`config.mk`:
```
export PLATFORM = sky130hd
export DESIGN_NAME = vend_ctrl
export DESIGN_NICKNAME = d
export VERILOG_FILES = /design/src/rtl/vend_pkg.sv /design/src/rtl/vend_coin_qual.sv /design/src/rtl/vend_next.sv /design/src/rtl/vend_out.sv /design/src/rtl/vend_ctrl.sv
export SDC_FILE = /design/constraint.sdc
export NUM_CORES = 1
export LEC_CHECK = 0
export ABC_AREA = 1
export BUFFER_PORTS_ARGS = -buffer_cell sky130_fd_sc_hd__buf_2
export CORE_AREA = 3 3 40 42
export CTS_CLUSTER_SIZE = 20
export DETAILED_ROUTE_END_ITERATION = 6
export DIE_AREA = 0 0 43 45
export PLACE_DENSITY = 0.3
export RECOVER_POWER = 25
export SLEW_MARGIN = 20
export SYNTH_ARGS = -nofsm -noshare
export SYNTH_HDL_FRONTEND = slang
export SYNTH_SLANG_ARGS = --single-unit
export TNS_END_PERCENT = 30
```
`constraint.sdc`:
```
create_clock -name clk -period 1.9 [get_ports clk]
set_input_delay 0.38 -clock clk [delete_from_list [all_inputs] [get_ports clk]]
set_output_delay 0.38 -clock clk [all_outputs]
set_load 0.01 [all_outputs]
```
`src/rtl/vend_pkg.sv`:
```
package vend_pkg;
  localparam int CREDIT_W = 2;

  typedef enum logic [CREDIT_W-1:0] {
    CR_ZERO = 2'b00,
    CR_FIVE = 2'b01,
    CR_TEN  = 2'b10,
    CR_FULL = 2'b11
  } credit_e;

  typedef struct packed {
    logic nickel;
    logic dime;
  } coin_t;
endpackage

```
`src/rtl/vend_coin_qual.sv`:
```
module vend_coin_qual
  import vend_pkg::*;
(
  input  logic  nickel_raw,
  input  logic  dime_raw,
  output coin_t coin
);
  // A cycle with both strobes high is rejected as an ambiguous coin.
  always_comb begin
    coin.nickel = nickel_raw & ~dime_raw;
    coin.dime   = dime_raw & ~nickel_raw;
  end
endmodule

```
`src/rtl/vend_next.sv`:
```
module vend_next
  import vend_pkg::*;
(
  input  credit_e cur,
  input  coin_t   coin,
  output credit_e nxt
);
  logic hi, lo, hi_n, lo_n;

  always_comb begin
    hi   = cur[1];
    lo   = cur[0];
    hi_n = hi | coin.dime | (coin.nickel & lo);
    lo_n = (coin.nickel & ~lo) | (~coin.nickel & lo) | (coin.dime & hi);
    if (cur == CR_FULL) nxt = CR_FULL;
    else                nxt = credit_e'({hi_n, lo_n});
  end
endmodule

```
`src/rtl/vend_out.sv`:
```
module vend_out
  import vend_pkg::*;
#(
  parameter bit MEALY_OUT = 1'b0
) (
  input  credit_e cur,
  input  coin_t   coin,
  output logic    release_o
);
  generate
    if (MEALY_OUT) begin : g_arc
      always_comb
        release_o = (cur == CR_FULL) |
                    ((cur == CR_TEN) & (coin.nickel | coin.dime)) |
                    ((cur == CR_FIVE) & coin.dime);
    end else begin : g_state
      always_comb release_o = cur[1] & cur[0];
    end
  endgenerate
endmodule

```
`src/rtl/vend_ctrl.sv`:
```
module vend_ctrl
  import vend_pkg::*;
#(
  parameter bit MEALY_OUT = 1'b0
) (
  input  logic clk,
  input  logic rst_n,
  input  logic nickel_i,
  input  logic dime_i,
  output logic release_o
);
  coin_t   coin;
  credit_e credit_q, credit_d;

  vend_coin_qual u_qual (
    .nickel_raw (nickel_i),
    .dime_raw   (dime_i),
    .coin       (coin)
  );

  vend_next u_next (
    .cur  (credit_q),
    .coin (coin),
    .nxt  (credit_d)
  );

  vend_out #(.MEALY_OUT(MEALY_OUT)) u_out (
    .cur       (credit_q),
    .coin      (coin),
    .release_o (release_o)
  );

  always_ff @(posedge clk or negedge rst_n) begin
    if (!rst_n) credit_q <= CR_ZERO;
    else        credit_q <= credit_d;
  end

  a_r4_idle_hold: assert property (@(posedge clk) disable iff (!rst_n)
    (!nickel_i && !dime_i) |=> $stable(credit_q));
  a_r5_both_hold: assert property (@(posedge clk) disable iff (!rst_n)
    (nickel_i && dime_i) |=> $stable(credit_q));
  a_r6_full_sticks: assert property (@(posedge clk) disable iff (!rst_n)
    (credit_q == CR_FULL) |=> (credit_q == CR_FULL) && release_o);
  a_r2_nickel_step: assert property (@(posedge clk) disable iff (!rst_n)
    (nickel_i && !dime_i && credit_q == CR_TEN) |=> (credit_q == CR_FULL));
  a_r3_dime_from_zero: assert property (@(posedge clk) disable iff (!rst_n)
    (dime_i && !nickel_i && credit_q == CR_ZERO) |=> (credit_q == CR_TEN));
  a_r8_arc_lead: assert property (@(posedge clk) disable iff (!rst_n)
    (release_o && credit_q != CR_FULL) |=> (credit_q == CR_FULL));
  a_r7_rise_after_coin: assert property (@(posedge clk) disable iff (!rst_n)
    (!MEALY_OUT && $rose(release_o)) |-> $past(nickel_i ^ dime_i));
endmodule

```
==> metrics.json, run 1 <==
{
  "synth.avg_cell_area": {"value": 7.89, "unit": "sq um"},
  "design.core.area": {"value": 0.00128, "unit": "sq mm"},
  "crit_path_max_fanout": {"value": 4},
  "synthCells": {"value": 13},
  "setup_repair_after_global_routing_missed_its_margin": {"value": "no"},
  "slew_hr": {"value": 0.922},
  "maxSlewViolCount": {"value": 0},
  "multiInputGateArea": {"value": 45.0, "unit": "sq um"},
  "clk_pin_slew_worst_paths": {"value": 30, "unit": "ps"},
  "max_freq": {"value": 0.823, "unit": "GHz"},
  "synth.yosys.seq_area_share": {"value": 0.488},
  "outcome": {"value": "finished clean"},
  "vias_per_cell": {"value": 2.86},
  "fin_cells": {"value": 36},
  "cts-buffers-inserted": {"value": 3},
  "largest_net_degree_at_the_start_of_global_routing": {"value": 5},
  "num_antenna_cells": {"value": 0},
  "cellLeakagePower": {"value": 0.0763, "unit": "nW"},
  "clk_latency": {"value": 220, "unit": "ps"},
  "cp.arrival": {"value": 830, "unit": "ps"},
  "placedCellCount": {"value": 32},
  "largest_register_ff_count": {"value": 2},
  "start_kind": {"value": "register"},
  "layout_common_cells": {"value": "sky130_fd_sc_hd__nand2_1, sky130_fd_sc_hd__clkbuf_4, sky130_fd_sc_hd__buf_2"},
  "drt-pass1-iter-count": {"value": 1},
  "yosysUniqueCellTypes": {"value": 7},
  "syn_nets": {"value": 18},
  "final_core_utilization": {"value": 0.134},
  "die_height": {"value": 45, "unit": "um"},
  "grt_antenna_before_repair": {"value": 0},
  "area.growth.synth_to_final": {"value": 68.3, "unit": "%"},
  "timing.critical_path.to_type": {"value": "primary output"},
  "final.setup.tns": {"value": 0, "unit": "ps"},
  "drtIter0Drc": {"value": 0},
  "drc_errors": {"value": 0},
  "top_level_port_count": {"value": 5},
  "max-clock-path-buffers": {"value": 2},
  "min_delay_path_depth": {"value": 3},
  "setup_viol_count_final": {"value": 0},
  "detail-route-antenna-nets": {"value": 0},
  "ff_latch_area": {"value": 50.0, "unit": "sq um"},
  "globalRouteOverflowTotal": {"value": 0},
  "number_of_synthesized_register_bits": {"value": 2},
  "cts_tree": {"value": "yes"},
  "die_outline_area": {"value": 0.00194, "unit": "sq mm"},
  "row_count": {"value": 13},
  "layout_worst_path_cycle_share": {"value": 0.639},
  "worst_ep_required_time": {"value": 1520, "unit": "ps"},
  "totalPowerFinal": {"value": 0.144, "unit": "mW"},
  "num_vias": {"value": 103},
  "synth_top_cells_by_area": {"value": "sky130_fd_sc_hd__dfrtp_1, sky130_fd_sc_hd__nand2_1, sky130_fd_sc_hd__ha_1"},
  "gp_congestion": {"value": 0.576},
  "number_of_global_route_vias_before_repair": {"value": 107},
  "avg_wl_per_cell": {"value": 6.03, "unit": "um"},
  "hp-class": {"value": "in -> reg"},
  "netlist.top_cell.by_area": {"value": "sky130_fd_sc_hd__dfrtp_1"},
  "final_period_minus_worst_setup_slack": {"value": 1210, "unit": "ps"},
  "share_of_yosys_cell_area_claimed_by_the_top_area_cell_type": {"value": 0.488},
  "floorplan.initialDensity": {"value": 0.0798},
  "chipWidth": {"value": 43, "unit": "um"},
  "global_route.usage.total": {"value": 0.0341},
  "wire_length_of_the_first_global_routing_pass": {"value": 386, "unit": "um"},
  "nets": {"value": 28},
  "cap_violations": {"value": 0},
  "master_cell_of_the_clock_root_buffer": {"value": "sky130_fd_sc_hd__clkbuf_4"},
  "layout_top_registers": {"value": "credit_q: 2 flops"},
  "power_density": {"value": 836, "unit": "mW/mm^2"},
  "timing_worst_slew_pin_value": {"value": 116, "unit": "ps"},
  "filler_cell_count": {"value": 152},
  "synth_warnings": {"value": 0},
  "number_of_cells_on_the_worst_reg_to_reg_path": {"value": 3},
  "timing.clock.skew": {"value": 1.50, "unit": "ps"},
  "share_of_final_layout_standard_cells_stronger_than_drive_strength_1": {"value": 0.286},
  "critPathKind": {"value": "reg -> out"},
  "layout.cells.most_common": {"value": "sky130_fd_sc_hd__nand2_1"},
  "finalWirelength": {"value": 217, "unit": "um"},
  "cts_max_level": {"value": 1},
  "max-vdd-ir-drop": {"value": 0.228, "unit": "mV"},
  "design_area": {"value": 173, "unit": "sq um"},
  "final_hold_vio_count": {"value": 0},
  "cts.repair_timing.setup_buffer_count": {"value": 0},
  "top_reg_by_flops": {"value": "credit_q"},
  "place_area": {"value": 141, "unit": "sq um"},
  "detailed_place_hpwl": {"value": 168, "unit": "um"},
  "clock-sinks": {"value": 2},
  "portBuffers": {"value": 4},
  "syn_area": {"value": 103, "unit": "sq um"}
}
[synthesized netlist by cell type]
library cell	instances
sky130_fd_sc_hd__ha_1	1
sky130_fd_sc_hd__inv_1	2
sky130_fd_sc_hd__nor2_1	2
sky130_fd_sc_hd__nand2_1	4
sky130_fd_sc_hd__dfrtp_1	2
sky130_fd_sc_hd__a21oi_1	1
sky130_fd_sc_hd__nand3_1	1
[cell families after synthesis]
| logic type | count (synthesis) | share of synthesized area |
|---|---|---|
| buffers and inverters | 2 | 0.0732 |
| DFF | 2 | 0.488 |
| and+or+nand+nor | 7 | 0.268 |
| adders and majority gates | 1 | 0.122 |
| AOI/OAI and AO/OA | 1 | 0.0487 |
[area by class of cell]
cell class | count | area share
Sequential cell | 2 | 0.290
Timing Repair Buffer | 5 | 0.167
Tap cell | 15 | 0.109
Clock buffer | 3 | 0.130
Multi-Input combinational cell | 9 | 0.261
Inverter | 2 | 0.0435
[final timing paths]
kind                                            start               endpoint  slack [ps]
worst max-delay path            credit_q[1]$_DFF_PN0_              release_o         690
worst min-delay path                           dime_i  credit_q[1]$_DFF_PN0_         400
min in group asynchronous                       rst_n  credit_q[0]$_DFF_PN0_         470
max in group asynchronous                       rst_n  credit_q[1]$_DFF_PN0_        1300
worst max register to register  credit_q[0]$_DFF_PN0_  credit_q[0]$_DFF_PN0_         940
worst min register to register  credit_q[0]$_DFF_PN0_  credit_q[0]$_DFF_PN0_         510
[critical path: stages, from the launching register on]
cell                      delay (ps)
sky130_fd_sc_hd__dfrtp_1         390
sky130_fd_sc_hd__nand2_1          70
sky130_fd_sc_hd__inv_1            30
sky130_fd_sc_hd__buf_2           130
[metrics by stage]
step,setup WS [ps],hold slack (ps)
finish,685,402
global route,625,426
floorplan,891,84.4
global placement,754,165
CTS,669,399
detailed placement,745,168
[metal layers]
metal,GRT usage,vias up,part of all wire
met1,0.0289,43,0.46
met3,0.0319,0,0.15
met5,0,-,0
met2,0.0269,4,0.39
met4,0.0723,0,0
li1,-,56,-
[report_power, final]
group	leakage [nW]	internal, mW	switching, mW	total (mW)
logic	0.0450	0.00478	0.00410	0.00888
registers	0.0175	0.0429	0.000000000916	0.0429
clock network	0.0138	0.0696	0.0229	0.0925
[repair_timing]
item / 4_1_cts / 5_1_grt
hold buffers: 1 / 0
gates resized for setup: 0 / 0
setup endpoints to repair: 0 / 0
hold endpoints to repair: 2 / 0
(Power assumes the default switching activity.)
==> inputs of run 2 (changes only) <==
Clock period 1.9 ns to 1.24 ns, I/O delays scaled along.
==> metrics.json, run 2 (synthesized netlist as in run 1, its figures left out) <==
{
  "min_delay_path_depth": {"value": 3, "change": "unchanged"},
  "sw_frac_of_total": {"value": 0.181, "change": "-0.00587"},
  "layout_worst_path_cycle_share": {"value": 0.881},
  "origin_of_the_worst_min_delay_path": {"value": "dime_i"},
  "grt_antenna_before_repair": {"value": 0, "change": "unchanged"},
  "clk_pin_slew_worst_paths": {"value": 30, "unit": "ps", "change": "about the same"},
  "rrSetupSlack": {"value": 260, "unit": "ps", "change": "-680 ps"},
  "largest_register_ff_count": {"value": 2, "change": "unchanged"},
  "final_period_minus_worst_setup_slack": {"value": 1090, "unit": "ps"},
  "timing.clock.skew": {"value": 2.27, "unit": "ps", "change": "+0.763 ps"},
  "global_route.usage.total": {"value": 0.0375, "change": "+0.00333"},
  "detail-route-antenna-nets": {"value": 0, "change": "unchanged"},
  "avg_wl_per_cell": {"value": 6.25, "unit": "um", "change": "+3.7%"},
  "clk_latency": {"value": 220, "unit": "ps", "change": "about the same"},
  "crit_path_max_fanout": {"value": 4, "change": "unchanged"},
  "seq_power_share": {"value": 0.300, "change": "+0.003"},
  "worst_ep_required_time": {"value": 990, "unit": "ps", "change": "-530 ps"},
  "timing_worst_slew_pin_value": {"value": 127, "unit": "ps", "change": "+10.8 ps"},
  "design.core.area": {"value": 0.00128, "unit": "sq mm", "change": "unchanged"},
  "timing.critical_path.to_type": {"value": "primary output"},
  "drc_errors": {"value": 0, "change": "unchanged"},
  "max_freq": {"value": 0.916, "unit": "GHz"},
  "drt-pass1-iter-count": {"value": 1, "change": "unchanged"},
  "clock-sinks": {"value": 2, "change": "unchanged"},
  "num_antenna_cells": {"value": 0, "change": "unchanged"},
  "final_core_utilization": {"value": 0.134, "change": "unchanged"},
  "number_of_global_route_vias_before_repair": {"value": 122, "change": "+14%"},
  "final.setup.tns": {"value": 0, "unit": "ps", "change": "unchanged"},
  "maxSlewViolCount": {"value": 0, "change": "unchanged"},
  "master_cell_of_the_clock_root_buffer": {"value": "sky130_fd_sc_hd__clkbuf_4"},
  "hp-class": {"value": "in -> reg"},
  "nets": {"value": 28, "change": "unchanged"},
  "r2r-end": {"value": "credit_q[0]$_DFF_PN0_"},
  "cts_max_level": {"value": 1, "change": "unchanged"},
  "max-vdd-ir-drop": {"value": 0.361, "unit": "mV", "change": "+58%"},
  "drtIter0Drc": {"value": 0, "change": "unchanged"},
  "finalWirelength": {"value": 225, "unit": "um", "change": "+3.7%"},
  "number_of_cells_on_the_worst_reg_to_reg_path": {"value": 3, "change": "unchanged"},
  "cts-buffers-inserted": {"value": 3, "change": "unchanged"},
  "row_count": {"value": 13, "change": "unchanged"},
  "area.growth.synth_to_final": {"value": 68.3, "unit": "%", "change": "unchanged"},
  "setup_viol_count_final": {"value": 0, "change": "unchanged"},
  "critPathKind": {"value": "reg -> out"},
  "vias_per_cell": {"value": 2.81, "change": "-1.9%"},
  "power_frac_clock": {"value": 0.638, "change": "-0.003"},
  "cellLeakagePower": {"value": 0.0763, "unit": "nW", "change": "unchanged"},
  "top_level_port_count": {"value": 5, "change": "unchanged"},
  "power_frac_comb": {"value": 0.062, "change": "about the same"},
  "largest_net_degree_at_the_start_of_global_routing": {"value": 5, "change": "unchanged"},
  "power.switching": {"value": 0.0398, "unit": "mW", "change": "+47%"},
  "globalRouteOverflowTotal": {"value": 0, "change": "unchanged"},
  "cts_tree": {"value": "yes"},
  "max-clock-path-buffers": {"value": 2, "change": "unchanged"},
  "power_density": {"value": 1270, "unit": "mW/mm^2", "change": "+52%"},
  "final_hold_vio_count": {"value": 0, "change": "unchanged"},
  "top_reg_by_flops": {"value": "credit_q"},
  "cell_internal_pwr": {"value": 0.180, "unit": "mW", "change": "+53%"},
  "layout.cells.most_common": {"value": "sky130_fd_sc_hd__nand2_1"},
  "die_outline_area": {"value": 0.00194, "unit": "sq mm", "change": "unchanged"},
  "portBuffers": {"value": 4, "change": "unchanged"},
  "layout_common_cells": {"value": "sky130_fd_sc_hd__nand2_1, sky130_fd_sc_hd__clkbuf_4, sky130_fd_sc_hd__buf_2"},
  "start_kind": {"value": "register"},
  "die_height": {"value": 45, "unit": "um", "change": "unchanged"},
  "cap_violations": {"value": 0, "change": "unchanged"},
  "slew_hr": {"value": 0.915, "change": "-0.00718"},
  "outcome": {"value": "finished clean"},
  "crit-reg2reg-launch": {"value": "credit_q[0]$_DFF_PN0_"},
  "chipWidth": {"value": 43, "unit": "um", "change": "unchanged"},
  "floorplan.initialDensity": {"value": 0.0798, "change": "unchanged"},
  "gp_congestion": {"value": 0.600, "change": "+4.2%"},
  "share_of_final_layout_standard_cells_stronger_than_drive_strength_1": {"value": 0.286, "change": "unchanged"},
  "post_cts.resized_instances": {"value": 0, "change": "unchanged"},
  "layout_top_registers": {"value": "credit_q: 2 flops"},
  "num_vias": {"value": 101, "change": "-1.9%"},
  "hold_path_end": {"value": "credit_q[1]$_DFF_PN0_"},
  "wire_length_of_the_first_global_routing_pass": {"value": 441, "unit": "um", "change": "+14%"},
  "cp.arrival": {"value": 840, "unit": "ps", "change": "about the same"},
  "setup_repair_after_global_routing_missed_its_margin": {"value": "no"}
}
run 2: cell counts in the layout (fill, tap and decap cells not counted):
Identical to the previous run, type by type.
run 2: worst max path at each step:
stage	slack, ps	end	depth (start not counted)	start
2_1_floorplan	320	credit_q[0]$_DFF_PN0_	3	credit_q[0]$_DFF_PN0_
3_3_place_gp	230	credit_q[0]$_DFF_PN0_	6	nickel_i
3_5_place_dp	210	credit_q[0]$_DFF_PN0_	6	nickel_i
4_1_cts	140	release_o	3	credit_q[1]$_DFF_PN0_
5_1_grt	100	release_o	3	credit_q[1]$_DFF_PN0_
6_report	150	release_o	3	credit_q[1]$_DFF_PN0_
run 2: worst max-delay path, stage by stage, from the launching register on:
cell and delay (ps):
sky130_fd_sc_hd__dfrtp_1 400, sky130_fd_sc_hd__nand2_1 70, sky130_fd_sc_hd__inv_1 30, sky130_fd_sc_hd__buf_2 120
run 2: power groups by stage:
stage               registers (mW)  clock network (mW)  logic (mW)
floorplan                   0.0665                   0     0.00492
global placement            0.0665                   0      0.0119
detailed placement          0.0665                   0      0.0116
CTS                         0.0658               0.151      0.0141
global route                0.0657               0.158      0.0163
finish                      0.0658               0.140      0.0135
run 2: timing repair:
item                      CTS  global route
hold buffers                1             0
buffers inserted            0             0
hold endpoints to repair    2             0
run 2: stage by stage:
stage	hold slack (ps)	instance area, sq um	setup WS (ps)	total power [mW]	cells
final	273	173	148	0.219	36
after global placement	34.1	141	227	0.0784	32
after floorplan	-47.6	103	317	0.0714	13
after global routing	295	173	101	0.240	36
after CTS	270	174	135	0.231	36
after detailed placement	35.8	141	214	0.0781	32
run 2: layer usage:
layer,GRT usage,vias to the layer above,part of all wire
li1,-,56,-
met1,0.0337,41,0.53
met2,0.0359,4,0.38
met3,0.0279,0,0.084
met4,0.0723,0,0
met5,0,-,0
run 2: final cells by class:
type	instances	area (sq um)
Timing Repair Buffer	5	28.8
Inverter	2	7.51
Clock buffer	3	22.5
Tap cell	15	18.8
Sequential cell	2	50.0
Fill cell	149	1110
Multi-Input combinational cell	9	45.0
==> inputs of run 3 (changes only) <==
--- a/constraint.sdc
+++ b/constraint.sdc
@@ -3,2 +3,2 @@
 set_output_delay 0.248 -clock clk [all_outputs]
-set_load 0.01 [all_outputs]
+set_load 0.1 [all_outputs]
==> metrics.json, run 3 (synthesized netlist as in run 1, its figures left out) <==
{
  "num_antenna_cells": {"value": 0, "change": "unchanged"},
  "finalWorstSetupSlack": {"value": 19.1, "unit": "ps", "change": "-129 ps"},
  "area.growth.synth_to_final": {"value": 89.0, "unit": "%"},
  "power_frac_comb": {"value": 0.064, "change": "+0.002"},
  "start_kind": {"value": "register"},
  "design.core.area": {"value": 0.00128, "unit": "sq mm", "change": "unchanged"},
  "drc_errors": {"value": 0, "change": "unchanged"},
  "maxSlewViolCount": {"value": 0, "change": "unchanged"},
  "cts_tree": {"value": "yes"},
  "avg_wl_per_cell": {"value": 6.44, "unit": "um", "change": "+3.1%"},
  "timing_worst_slew_pin_value": {"value": 142, "unit": "ps", "change": "+15.2 ps"},
  "wire_length_of_the_first_global_routing_pass": {"value": 469, "unit": "um", "change": "+6.3%"},
  "slew_hr": {"value": 0.905, "change": "-0.0101"},
  "die_height": {"value": 45, "unit": "um", "change": "unchanged"},
  "outcome": {"value": "finished clean"},
  "final_hold_vio_count": {"value": 0, "change": "unchanged"},
  "seq_power_share": {"value": 0.295, "change": "-0.005"},
  "drt-pass1-iter-count": {"value": 1, "change": "unchanged"},
  "globalRouteOverflowTotal": {"value": 0, "change": "unchanged"},
  "largest_register_ff_count": {"value": 2, "change": "unchanged"},
  "power_density": {"value": 1150, "unit": "mW/mm^2", "change": "-9.6%"},
  "max-clock-path-buffers": {"value": 2, "change": "unchanged"},
  "cellLeakagePower": {"value": 0.0840, "unit": "nW", "change": "+10%"},
  "grt_antenna_before_repair": {"value": 0, "change": "unchanged"},
  "drtIter0Drc": {"value": 0, "change": "unchanged"},
  "cts.repair_timing.setup_buffer_count": {"value": 0, "change": "unchanged"},
  "top_level_port_count": {"value": 5, "change": "unchanged"},
  "layout_top_registers": {"value": "credit_q: 2 flops"},
  "layout_worst_path_cycle_share": {"value": 0.985, "change": "+0.104"},
  "top_reg_by_flops": {"value": "credit_q"},
  "clock-sinks": {"value": 2, "change": "unchanged"},
  "max-vdd-ir-drop": {"value": 0.363, "unit": "mV", "change": "+0.59%"},
  "crit_path_max_fanout": {"value": 4, "change": "unchanged"},
  "global_route.usage.total": {"value": 0.0416, "change": "+0.00413"},
  "master_cell_of_the_clock_root_buffer": {"value": "sky130_fd_sc_hd__clkbuf_4"},
  "totalPowerFinal": {"value": 0.223, "unit": "mW", "change": "+1.5%"},
  "vias_per_cell": {"value": 2.92, "change": "+4.0%"},
  "worst_ep_required_time": {"value": 990, "unit": "ps", "change": "about the same"},
  "cp.arrival": {"value": 970, "unit": "ps", "change": "+130 ps"},
  "die_outline_area": {"value": 0.00194, "unit": "sq mm", "change": "unchanged"},
  "power_frac_clock": {"value": 0.641, "change": "+0.003"},
  "max_freq": {"value": 0.819, "unit": "GHz", "change": "-11%"},
  "layout_common_cells": {"value": "sky130_fd_sc_hd__nand2_1, sky130_fd_sc_hd__clkbuf_4, sky130_fd_sc_hd__nor2_1, sky130_fd_sc_hd__dfrtp_1, sky130_fd_sc_hd__buf_2"},
  "cap_violations": {"value": 0, "change": "unchanged"},
  "floorplan.initialDensity": {"value": 0.0798, "change": "unchanged"},
  "portBuffers": {"value": 4, "change": "unchanged"},
  "timing.clock.skew": {"value": 1.39, "unit": "ps", "change": "-0.874 ps"},
  "sw_frac_of_total": {"value": 0.192, "change": "+0.0110"},
  "cell_internal_pwr": {"value": 0.180, "unit": "mW", "change": "+0.18%"},
  "cts_max_level": {"value": 1, "change": "unchanged"},
  "detail-route-antenna-nets": {"value": 0, "change": "unchanged"},
  "num_vias": {"value": 105, "change": "+4.0%"},
  "setup_repair_after_global_routing_missed_its_margin": {"value": "yes"},
  "critPathKind": {"value": "reg -> out"},
  "final_period_minus_worst_setup_slack": {"value": 1220, "unit": "ps", "change": "+129 ps"},
  "gp_congestion": {"value": 0.563, "change": "-6.3%"},
  "detailed_place_hpwl": {"value": 183, "unit": "um"},
  "number_of_global_route_vias_before_repair": {"value": 123, "change": "+0.82%"},
  "nets": {"value": 28, "change": "unchanged"},
  "hp-class": {"value": "in -> reg"},
  "power.switching": {"value": 0.0429, "unit": "mW", "change": "+7.7%"},
  "finalWirelength": {"value": 232, "unit": "um", "change": "+3.1%"},
  "cts-buffers-inserted": {"value": 3, "change": "unchanged"},
  "timing.critical_path.to_type": {"value": "primary output"},
  "clk_latency": {"value": 220, "unit": "ps", "change": "about the same"},
  "place_worst_setup_slack": {"value": 217, "unit": "ps", "change": "+3.07 ps"},
  "chipWidth": {"value": 43, "unit": "um", "change": "unchanged"},
  "share_of_final_layout_standard_cells_stronger_than_drive_strength_1": {"value": 0.381, "change": "+0.0952"},
  "row_count": {"value": 13, "change": "unchanged"},
  "largest_net_degree_at_the_start_of_global_routing": {"value": 5, "change": "unchanged"},
  "clk_pin_slew_worst_paths": {"value": 30, "unit": "ps", "change": "about the same"},
  "setup_viol_count_final": {"value": 0, "change": "unchanged"}
}
## run 3: area by class of cell
type                    count  area [sq um]
fillers                   151          1090
flip-flops and latches      2          50.0
multi-input cells           9          47.5
repair buffers              5          43.8
clock buffers               3          22.5
well taps                  15          18.8
inverters                   2          11.3
## run 3: final timing paths
kind	slack, ps	cells after the start	start	end
max	20	3	credit_q[1]$_DFF_PN0_	release_o
min	250	3	dime_i	credit_q[1]$_DFF_PN0_
max reg2reg	270	3	credit_q[0]$_DFF_PN0_	credit_q[0]$_DFF_PN0_
min reg2reg	520	2	credit_q[0]$_DFF_PN0_	credit_q[0]$_DFF_PN0_
max in group asynchronous	750	2	rst_n	credit_q[1]$_DFF_PN0_
min in group asynchronous	360	2	rst_n	credit_q[0]$_DFF_PN0_
## run 3: timing repair
action,4_1_cts,5_1_grt
resized for setup,1,0
hold buffers,1,0
setup endpoints to repair,1,1
endpoints found under the hold margin,2,0
## run 3: metrics by stage
stage	cell area, sq um	utilization	setup TNS, ps	cells	hold slack [ps]
6_report	194	0.151	0	36	254
5_1_grt	194	0.151	-46.6	36	257
4_1_cts	195	0.152	0	36	246
3_5_place_dp	160	0.125	0	32	38.7
3_3_place_gp	160	0.125	0	32	41.1
2_1_floorplan	106	-	0	13	-47.6
## run 3: power groups by stage
stage / Combinational (mW) / Sequential [mW] / Clock, mW
detailed placement: 0.0123 / 0.0665 / 0
finish: 0.0142 / 0.0658 / 0.143
CTS: 0.0149 / 0.0658 / 0.155
global placement: 0.0119 / 0.0665 / 0
floorplan: 0.00492 / 0.0665 / 0
global route: 0.0166 / 0.0656 / 0.172
## run 3: routing by layer
| layer | routed length (um) | vias to the layer above | track usage |
|---|---|---|---|
| met4 | 0 | 0 | 0.0723 |
| met2 | 93 | 5 | 0.0419 |
| met3 | 27 | 0 | 0.0398 |
| li1 | - | 57 | - |
| met1 | 111 | 43 | 0.0337 |
| met5 | 0 | - | 0 |
## run 3: critical path: stages (launching register included)
cell,delay [ps]
sky130_fd_sc_hd__dfrtp_1,400
sky130_fd_sc_hd__nand2_2,90
sky130_fd_sc_hd__clkinvlp_4,90
sky130_fd_sc_hd__buf_12,170
